<file path="src/rtl/wfs_pkg.sv">
package wfs_pkg;
  localparam int unsigned WFS_SLOTS      = 8;
  localparam int unsigned WFS_LINE_BYTES = 64;
  localparam int unsigned WFS_ADDR_W     = 48;
  localparam int unsigned WFS_OCC_W      = 4;
  localparam int unsigned WFS_MAX_OCC    = 4;
  localparam int unsigned WFS_BUFB_W     = 8;
  localparam int unsigned WFS_SLOT_W     = $clog2(WFS_SLOTS);
  localparam int unsigned WFS_SIZE_W     = $clog2(WFS_LINE_BYTES) + 1;

  // strobes from control to datapath
  typedef struct packed {
    logic                  load;  // capture a new request this cycle
    logic [WFS_SLOT_W-1:0] slot;  // slot being issued
  } wfs_strobe_t;
endpackage

</file>
<file path="src/rtl/wfs_ctrl.sv">
module wfs_ctrl
  import wfs_pkg::*;
#(
  parameter int unsigned NUM_SLOTS = WFS_SLOTS,
  parameter int unsigned OCC_W     = WFS_OCC_W,
  parameter int unsigned MAX_OCC   = WFS_MAX_OCC,
  localparam int unsigned SLOT_W   = $clog2(NUM_SLOTS),
  localparam int unsigned CNT_W    = $clog2(NUM_SLOTS + 1)
) (
  input  logic                       clk,
  input  logic                       rstN,
  input  logic [NUM_SLOTS-1:0]       slotRunning,
  input  logic [NUM_SLOTS-1:0]       slotBranch,
  input  logic [NUM_SLOTS*OCC_W-1:0] slotOcc,
  input  logic                       retValid,
  input  logic [SLOT_W-1:0]          retSlot,
  input  logic                       reqReady,
  output logic                       reqValid,
  output wfs_strobe_t                strobe
);
  logic [NUM_SLOTS-1:0] pendingQ;
  logic [NUM_SLOTS-1:0] queuedQ;
  logic [SLOT_W-1:0]    fifoMem [NUM_SLOTS];
  logic [SLOT_W-1:0]    headQ;
  logic [CNT_W-1:0]     countQ;
  logic                 reqValidQ;

  logic [NUM_SLOTS-1:0] eligible;
  logic [NUM_SLOTS-1:0] pushVec;
  logic [SLOT_W-1:0]    pushPos [NUM_SLOTS];
  logic [CNT_W-1:0]     pushCount;
  logic                 canIssue;
  logic                 doPop;
  logic [SLOT_W-1:0]    headSlot;

  // per-slot eligibility test
  for (genvar gi = 0; gi < NUM_SLOTS; gi++) begin : g_elig
    assign eligible[gi] = slotRunning[gi] && !slotBranch[gi] && !pendingQ[gi] &&
                          (slotOcc[gi*OCC_W +: OCC_W] <= OCC_W'(MAX_OCC));
    assign pushVec[gi]  = eligible[gi] && !queuedQ[gi];
  end

  // queue positions for this cycle's arrivals, lower slot number first
  always_comb begin
    int rank;
    rank = 0;
    for (int i = 0; i < NUM_SLOTS; i++) begin
      pushPos[i] = SLOT_W'((int'(headQ) + int'(countQ) + rank) % NUM_SLOTS);
      if (pushVec[i]) rank = rank + 1;
    end
    pushCount = CNT_W'(rank);
  end

  assign canIssue = !reqValidQ || reqReady;
  assign doPop    = canIssue && (countQ != '0);
  assign headSlot = fifoMem[headQ];

  always_ff @(posedge clk) begin
    if (!rstN) begin
      pendingQ  <= '0;
      queuedQ   <= '0;
      headQ     <= '0;
      countQ    <= '0;
      reqValidQ <= 1'b0;
      for (int i = 0; i < NUM_SLOTS; i++) fifoMem[i] <= '0;
    end else begin
      for (int i = 0; i < NUM_SLOTS; i++) begin
        if (pushVec[i]) begin
          fifoMem[pushPos[i]] <= SLOT_W'(i);
          queuedQ[i]          <= 1'b1;
        end
      end
      if (retValid) pendingQ[retSlot] <= 1'b0;
      if (doPop) begin
        pendingQ[headSlot] <= 1'b1;
        queuedQ[headSlot]  <= 1'b0;
        headQ              <= SLOT_W'((int'(headQ) + 1) % NUM_SLOTS);
      end
      countQ <= countQ + pushCount - CNT_W'(doPop);
      if (canIssue) reqValidQ <= doPop;
    end
  end

  assign reqValid    = reqValidQ;
  assign strobe.load = doPop;
  assign strobe.slot = headSlot;
endmodule

</file>
<file path="src/rtl/wfs_datapath.sv">
module wfs_datapath
  import wfs_pkg::*;
#(
  parameter int unsigned NUM_SLOTS  = WFS_SLOTS,
  parameter int unsigned ADDR_W     = WFS_ADDR_W,
  parameter int unsigned BUFB_W     = WFS_BUFB_W,
  parameter int unsigned LINE_BYTES = WFS_LINE_BYTES,
  localparam int unsigned SLOT_W    = $clog2(NUM_SLOTS),
  localparam int unsigned OFF_W     = $clog2(LINE_BYTES),
  localparam int unsigned SIZE_W    = OFF_W + 1
) (
  input  logic                        clk,
  input  logic                        rstN,
  input  wfs_strobe_t                 strobe,
  input  logic [NUM_SLOTS*ADDR_W-1:0] slotPc,
  input  logic [NUM_SLOTS*ADDR_W-1:0] slotBase,
  input  logic [NUM_SLOTS*BUFB_W-1:0] slotBufBytes,
  output logic [ADDR_W-1:0]           reqAddr,
  output logic [SIZE_W-1:0]           reqSize,
  output logic [SLOT_W-1:0]           reqSlot
);
  logic [ADDR_W-1:0] pcArr   [NUM_SLOTS];
  logic [ADDR_W-1:0] baseArr [NUM_SLOTS];
  logic [BUFB_W-1:0] bytesArr[NUM_SLOTS];

  for (genvar gi = 0; gi < NUM_SLOTS; gi++) begin : g_unpack
    assign pcArr[gi]    = slotPc[gi*ADDR_W +: ADDR_W];
    assign baseArr[gi]  = slotBase[gi*ADDR_W +: ADDR_W];
    assign bytesArr[gi] = slotBufBytes[gi*BUFB_W +: BUFB_W];
  end

  logic [ADDR_W-1:0] fetchAddr;
  logic [OFF_W-1:0]  lineOff;
  logic [SIZE_W-1:0] fetchSize;

  assign fetchAddr = baseArr[strobe.slot] + pcArr[strobe.slot] +
                     ADDR_W'(bytesArr[strobe.slot]);
  assign lineOff   = fetchAddr[OFF_W-1:0];
  // aligned: offset 0 gives a full line; otherwise stop at the boundary
  assign fetchSize = SIZE_W'(LINE_BYTES) - SIZE_W'(lineOff);

  always_ff @(posedge clk) begin
    if (!rstN) begin
      reqAddr <= '0;
      reqSize <= '0;
      reqSlot <= '0;
    end else if (strobe.load) begin
      reqAddr <= fetchAddr;
      reqSize <= fetchSize;
      reqSlot <= strobe.slot;
    end
  end
endmodule

</file>
<file path="src/rtl/wave_fetch_sched.sv">
module wave_fetch_sched
  import wfs_pkg::*;
#(
  parameter int unsigned NUM_SLOTS  = WFS_SLOTS,
  parameter int unsigned LINE_BYTES = WFS_LINE_BYTES,
  parameter int unsigned ADDR_W     = WFS_ADDR_W,
  parameter int unsigned OCC_W      = WFS_OCC_W,
  parameter int unsigned MAX_OCC    = WFS_MAX_OCC,
  parameter int unsigned BUFB_W     = WFS_BUFB_W,
  localparam int unsigned SLOT_W    = $clog2(NUM_SLOTS),
  localparam int unsigned SIZE_W    = $clog2(LINE_BYTES) + 1
) (
  input  logic                        clk,
  input  logic                        rstN,
  input  logic [NUM_SLOTS-1:0]        slotRunning,
  input  logic [NUM_SLOTS-1:0]        slotBranch,
  input  logic [NUM_SLOTS*OCC_W-1:0]  slotOcc,
  input  logic [NUM_SLOTS*ADDR_W-1:0] slotPc,
  input  logic [NUM_SLOTS*ADDR_W-1:0] slotBase,
  input  logic [NUM_SLOTS*BUFB_W-1:0] slotBufBytes,
  input  logic                        retValid,
  input  logic [SLOT_W-1:0]           retSlot,
  output logic                        reqValid,
  input  logic                        reqReady,
  output logic [ADDR_W-1:0]           reqAddr,
  output logic [SIZE_W-1:0]           reqSize,
  output logic [SLOT_W-1:0]           reqSlot
);
  wfs_strobe_t strobe;

  wfs_ctrl #(
    .NUM_SLOTS(NUM_SLOTS), .OCC_W(OCC_W), .MAX_OCC(MAX_OCC)
  ) u_ctrl (
    .clk(clk), .rstN(rstN), .slotRunning(slotRunning), .slotBranch(slotBranch),
    .slotOcc(slotOcc), .retValid(retValid), .retSlot(retSlot),
    .reqReady(reqReady), .reqValid(reqValid), .strobe(strobe)
  );

  wfs_datapath #(
    .NUM_SLOTS(NUM_SLOTS), .ADDR_W(ADDR_W), .BUFB_W(BUFB_W), .LINE_BYTES(LINE_BYTES)
  ) u_dp (
    .clk(clk), .rstN(rstN), .strobe(strobe), .slotPc(slotPc), .slotBase(slotBase),
    .slotBufBytes(slotBufBytes), .reqAddr(reqAddr), .reqSize(reqSize), .reqSlot(reqSlot)
  );
endmodule

</file>
<file path="config.mk">
export PLATFORM = sky130hd
export DESIGN_NAME = wave_fetch_sched
export DESIGN_NICKNAME = d
export VERILOG_FILES = /design/src/rtl/wfs_pkg.sv /design/src/rtl/wfs_ctrl.sv /design/src/rtl/wfs_datapath.sv /design/src/rtl/wave_fetch_sched.sv
export SDC_FILE = /design/constraint.sdc
export NUM_CORES = 1
export LEC_CHECK = 0
export ABC_AREA = 1
export BUFFER_PORTS_ARGS = -buffer_cell sky130_fd_sc_hd__buf_4
export CORE_AREA = 5 5 360 362
export CTS_BUF_LIST = sky130_fd_sc_hd__clkbuf_8
export CTS_CLUSTER_SIZE = 40
export DETAILED_ROUTE_END_ITERATION = 10
export DIE_AREA = 0 0 365 367
export PLACE_DENSITY = 0.34
export SETUP_SLACK_MARGIN = 0.2
export SLEW_MARGIN = 25
export SYNTH_ARGS = -nofsm -noshare
export SYNTH_HDL_FRONTEND = slang
export SYNTH_HIERARCHICAL = 1
export SYNTH_SLANG_ARGS = --single-unit
</file>
<file path="constraint.sdc">
create_clock -name clk -period 13.6 [get_ports clk]
set_input_delay 2.72 -clock clk [delete_from_list [all_inputs] [get_ports clk]]
set_output_delay 2.72 -clock clk [all_outputs]
set_load 0.05 [all_outputs]
</file>
Word-level counts from Yosys, hierarchy flattened
Memory sizes are Yosys's and may differ from the RTL's. A register that Yosys moved wholly into a read port is not among the register bits.
Index checks and enable logic that the tools add are counted.
W data, S select, Z words.
{"block": "totals", "regBits": 82, "ramBits": 24, "inputBits": 887, "mem_count": 1}
{"name": "u_ctrl.fifoMem", "words": 8, "width": 3, "rd": 1, "rd_ports_with_merged_regs": 1, "write_ports": 8, "line_no": "wfs_ctrl.sv:23", "text": "logic [SLOT_W-1:0] fifoMem [NUM_SLOTS];"}
{"block": "classes", "addsub": 21, "order_cmp": 13, "mux": 92, "n_bitwise": 6, "n_reduce_logical": 70}
{"cell": "$bmux W48 S3", "count": 2}
{"cell": "$mux W48", "count": 4}
{"cell": "$mux W3", "count": 19}
{"cell": "$mux W1", "count": 52}
{"cell": "$add A48 B48 Y48", "count": 1}
{"cell": "$add A48 B8 Y48", "count": 1}
{"cell": "$mux W8", "count": 6}
{"cell": "$logic_and A1 B1 Y1", "count": 35}
{"cell": "$le A4 B3 Y1 const B", "count": 8}
{"cell": "$logic_not A1 Y1", "count": 25}
{"cell": "$bmux W8 S3", "count": 1}
{"cell": "$reduce_or A3 Y1", "count": 8}
{"cell": "$add A3 B3 Y3", "count": 7}
{"cell": "$mux W4", "count": 5}
{"cell": "$add A4 B2 Y4 const B", "count": 4}
{"cell": "$and A8 B8 Y8", "count": 2}
{"cell": "$not A8 Y8", "count": 2}
{"cell": "$lt A3 B4 Y1 const B", "count": 2}
{"cell": "$or A8 B8 Y8", "count": 1}
{"cell": "$sub A7 B6 Y7 const A", "count": 1}
{"cell": "$demux W1 S3", "count": 2}
{"cell": "$ge A3 B1 Y1 const B", "count": 2}
{"cell": "$add A3 B1 Y4 const B", "count": 1}
{"cell": "$add A4 B4 Y4", "count": 1}
{"cell": "10 further kinds", "count": 10}

Longest topological paths before layout
{"block": "depth", "depth_word": 22, "depth_mapped": 38}

Modules after synthesis
Netlist, hierarchy kept.
{"mod": "wfs_datapath", "n_inst": 1, "cells_per_inst": 2700, "area_per_inst_um2": 13761.9, "seq_area_each_um2": 1141.1}
{"mod": "wfs_ctrl", "n_inst": 1, "cells_per_inst": 756, "area_per_inst_um2": 4563.1, "seq_area_each_um2": 1021.0}

Least setup slack after synthesis
No wires, ideal clock.
{"block": "synth_path", "path_kind": "input -> register", "startpoint": "input slotOcc[7]", "endpoint": "register u_ctrl.countQ[3]", "setup_ns": 0.113, "arrival_ns": 7.369, "slack_ns": 6.118, "cell_stages": 37, "path_buffers": 0, "path_cell_list": "inv_1 nand2_1 nor2_2 nand3_2 ha_1 inv_1 nand2_1 nand2_1 inv_1 ha_1 or2_2 and2_1 ha_1 nand2_1 nand2_1 ha_1 nand2_1 nand2_2 ha_1 nand2_1 nand2_1 ha_1 nand2_1 xnor2_1 ha_1 inv_1 ha_1 nand2_1 nand2_1 a31oi_1 nand4_1 nand2_1 nand2_1 nand2_1 nand2_1 nand2_1 nor2_1"}
{"block": "synth_via", "elab_chain_cells": 18}
{"element": "from (decl)", "line_no": "wave_fetch_sched.sv:17", "text": "input logic [NUM_SLOTS*OCC_W-1:0] slotOcc,"}
{"element": "$le A4 B3 Y1 (*)", "line_no": "wfs_ctrl.sv:39", "text": "(slotOcc[gi*OCC_W +: OCC_W] <= OCC_W'(MAX_OCC));"}
{"element": "$logic_and A1 B1 Y1 (*)", "line_no": "wfs_ctrl.sv:38", "text": "assign eligible[gi] = slotRunning[gi] && !slotBranch[gi] && !pendingQ[gi] &&"}
{"element": "$logic_and A1 B1 Y1 (*)", "line_no": "wfs_ctrl.sv:40", "text": "assign pushVec[gi] = eligible[gi] && !queuedQ[gi];"}
{"element": "$mux W2 (*)", "line_no": "wfs_ctrl.sv:49", "text": "if (pushVec[i]) rank = rank + 1;"}
{"element": "$add A2 B1 Y3", "line_no": "wfs_ctrl.sv:49"}
{"element": "$mux W3 (*)", "line_no": "wfs_ctrl.sv:49"}
{"element": "$add A3 B1 Y4", "line_no": "wfs_ctrl.sv:49"}
{"element": "$mux W4 (*)", "line_no": "wfs_ctrl.sv:49"}
{"element": "(+2 left out)"}
{"element": "$add A4 B2 Y4", "line_no": "wfs_ctrl.sv:49"}
{"element": "$mux W4 (*)", "line_no": "wfs_ctrl.sv:49"}
{"element": "$add A4 B2 Y4", "line_no": "wfs_ctrl.sv:49"}
{"element": "$mux W4 (*)", "line_no": "wfs_ctrl.sv:49"}
{"element": "$add A4 B2 Y4", "line_no": "wfs_ctrl.sv:49"}
{"element": "$mux W4 (*)", "line_no": "wfs_ctrl.sv:49"}
{"element": "$add A4 B4 Y4 (*)", "line_no": "wfs_ctrl.sv:79", "text": "countQ <= countQ + pushCount - CNT_W'(doPop);"}
{"element": "$sub A4 B1 Y4 (*)", "line_no": "wfs_ctrl.sv:79"}
{"element": "to (signal assigned)", "line_no": "wfs_ctrl.sv:79"}
{"element": "to (decl)", "line_no": "wfs_ctrl.sv:25", "text": "logic [CNT_W-1:0] countQ;"}
Mark *: on every way between the ends. The rest lies on a longest branch, timed or not.
A chain may end at the register's enable or synchronous reset.

Worst setup path in the final report
Same ends and word-level chain as after synthesis.

==> impl_metrics.tcl <==
set metrics [dict create \
    drt_wl_total_um 131000 \
    maxSlewViolCount 0 \
    fin_nets 5260 \
    cap_violations 0 \
    wl_per_cell_um 22.1 \
    r2r_end "u_dp/reqAddr[39]" \
    cts-root-buf "clkbuf_8" \
    grt_pass1_wl_um 183000 \
    path_class "input pin to register" \
    min_from "u_ctrl/pendingQ[7]" \
    synth_edf_count 0 \
    num_vias 25114 \
    hold_end "u_ctrl/pendingQ[7]" \
    track_usage 0.186 \
    r2r_setup_slack_ps 6600 \
    grt_antenna_before_repair 25 \
    die_x_um 365 \
    setup-violations-final 0 \
    num_io_pins 946 \
    tns_ps 0 \
    drc_errors 0 \
    hold_viol_final 0 \
    clock.fmax_mhz 129 \
    worstPathArrival_ps 8140 \
    slowest_delay_ps 360 \
    n_fill_cell 14867 \
    ys.flop_type "dfxtp_1" \
    yosysWarningCount 6 \
    synth.avg_cell_area_um2 5.30 \
    worstMarginPinSlew_ps 976 \
    vias_per_cell 4.24 \
    fin_skew_ps 28.1 \
    worst_setup_path_start_kind "input pin" \
    dp_hpwl_um 111000 \
    relSlewSlack 0.347 \
    synth.cell_area_um2 18300 \
    ctsResizeCount 0 \
    regArea_um2 2160 \
    cts_buffers 9 \
    multiInputGateArea_um2 13800 \
    cts_sinks 108 \
    required_ps 13950 \
    synth_top_area_frac 0.195 \
    place_area_um2 26900 \
    final.period_utilization 0.572 \
    layout_common_cells "buf_4 (966), nor2_1 (952), nand2_1 (581)" \
    first_pass_iters 5 \
    cts_tree "built" \
    start_util 0.145 \
    drive_gt1_frac 0.256 \
    cpMaxStageDelayCell "ha_1" \
    grt_max_degree 156 \
    ctsLongestPathBuffers 2 \
    core_um2 126000 \
    clock_latency_ps 470 \
    worstHoldPathCells 2 \
    cp_common_cell "nand2_1" \
    whs_ps 489 \
    worst_hold_path_type "register to register" \
    grt_pass1_vias 25511 \
    yosys.area.top_type "nor2_1" \
    portBuffers 945 \
    overflow 0 \
    fin_area_um2 27100 \
    post_cts_buffers 0 \
    row_count 131 \
    ys_seq_elements 108 \
    finalWorstPathRequiredPeriod_ps 7780 \
    rsz0062_at_grt "false" \
    status "complete, no violations" \
    layout_commonest_cell "buf_4" \
    ys_seq_area_frac 0.118 \
    area_growth_syn_to_layout_pct 48.0 \
    yosys-top-cells-area "nor2_1 (20%), o21ai_0 (12%), nand2_1 (12%)" \
    htree_levels 3 \
    hold_buffers 0 \
    gp_routability_congestion 0.869 \
    endpoint_kind "register" \
    yosysUniqueCellTypes 52 \
    die_area_um2 134000 \
    ant_nets 0 \
    rr_worst_depth 26 \
    clkTransAtPathRegs_ps 130 \
    cp_max_fo 5 \
    synthesis.nets 4468 \
    synth_cells 3456 \
    drtIter0Drc 1517 \
    synthArstFlopShare 0 \
    fp.dieH_um 367 \
]
-- stage by stage --
| step | std cells | setup WS [ps] | util |
|---|---|---|---|
| floorplan | 3456 | 6120 | - |
| global placement | 5899 | 5230 | 0.213 |
| detailed placement | 5899 | 5320 | 0.213 |
| CTS | 5915 | 5840 | 0.214 |
| global route | 5923 | 5320 | 0.215 |
| finish | 5923 | 5820 | 0.215 |
-- Yosys cell counts, types with 2 or more instances --
cell / number
nor2_1: 953
nand2_1: 581
o21ai_0: 450
inv_1: 385
nand3_1: 122
clkbuf_1: 108
dfxtp_1: 108
ha_1: 108
o22ai_1: 104
a31oi_1: 102
a21oi_1: 77
o21ai_1: 52
buf_2: 46
nor2_2: 26
xor2_1: 26
buf_4: 21
nand2_2: 21
nand4_1: 19
fa_1: 17
nor3_1: 14
o211ai_1: 12
buf_1: 10
inv_2: 10
nand3_2: 10
o21bai_1: 8
nor2_4: 7
nor4_1: 7
o221ai_1: 6
nand3b_1: 5
xnor2_1: 5
nand2_4: 4
nor3_2: 4
clkinv_1: 3
and2_4: 2
buf_6: 2
nand3_4: 2
nand3b_2: 2
o21ai_2: 2
xnor3_1: 2
-- worst max path at each step --
| stage | from | to | cells past startpoint |
|---|---|---|---|
| finish | slotOcc[7] | u_ctrl/countQ[3] | 37 |
| global placement | slotOcc[7] | u_ctrl/countQ[3] | 37 |
| CTS | slotOcc[7] | u_ctrl/countQ[3] | 37 |
| global route | slotOcc[7] | u_ctrl/countQ[3] | 38 |
| detailed placement | slotOcc[7] | u_ctrl/countQ[3] | 37 |
| floorplan | slotOcc[7] | u_ctrl/countQ[3] | 37 |
-- kinds of logic (layout without fill, tap and decap cells) --
kind of cell | Yosys count | in the layout | share of synthesized area
buf+inv | 585 | 1382 | 0.128
flops | 108 | 108 | 0.118
other cells | 0 | 8 | 0
fa+ha+maj | 125 | 125 | 0.0923
xor+xnor | 34 | 34 | 0.0182
compound gates | 819 | 819 | 0.243
simple gates | 1785 | 1785 | 0.400
-- per-layer routing --
| layer | vias to the layer above | wire length, um | global-route usage |
|---|---|---|---|
| li1 | 12810 | - | - |
| met1 | 11452 | 51000 | 0.209 |
| met2 | 774 | 68700 | 0.355 |
| met3 | 78 | 9070 | 0.0468 |
| met4 | 0 | 2170 | 0.0328 |
| met5 | - | 0 | 0 |
-- state kept, by name, indices dropped and copies added (netlist names), named ones only --
signal / flops
u_dp/reqAddr: 48
u_ctrl/fifoMem: 24
u_ctrl/pendingQ: 8
u_ctrl/queuedQ: 8
u_dp/reqSize: 6
u_ctrl/countQ: 4
u_ctrl/headQ: 3
u_dp/reqSlot: 3
u_ctrl/reqValid: 1
-- area by class of cell --
type / count / area share
antenna: 8 / 0.000738
clock buffer: 10 / 0.00507
clock inverter: 6 / 0.00263
inverter: 398 / 0.0558
multi-input combinational: 2763 / 0.511
sequential: 108 / 0.0797
tap: 1662 / 0.0767
timing repair buffer: 968 / 0.269
-- worst max-delay path, delay by kind of cell --
family,cells,cell delay (ps)
simple gates,23,2540
fa+ha+maj,8,2250
buf+inv,4,260
compound gates,1,200
xor+xnor,1,160
Power is left out: the tool's default activity adds up to more than one toggle a clock period on the data nets, which glitch-free logic cannot reach.
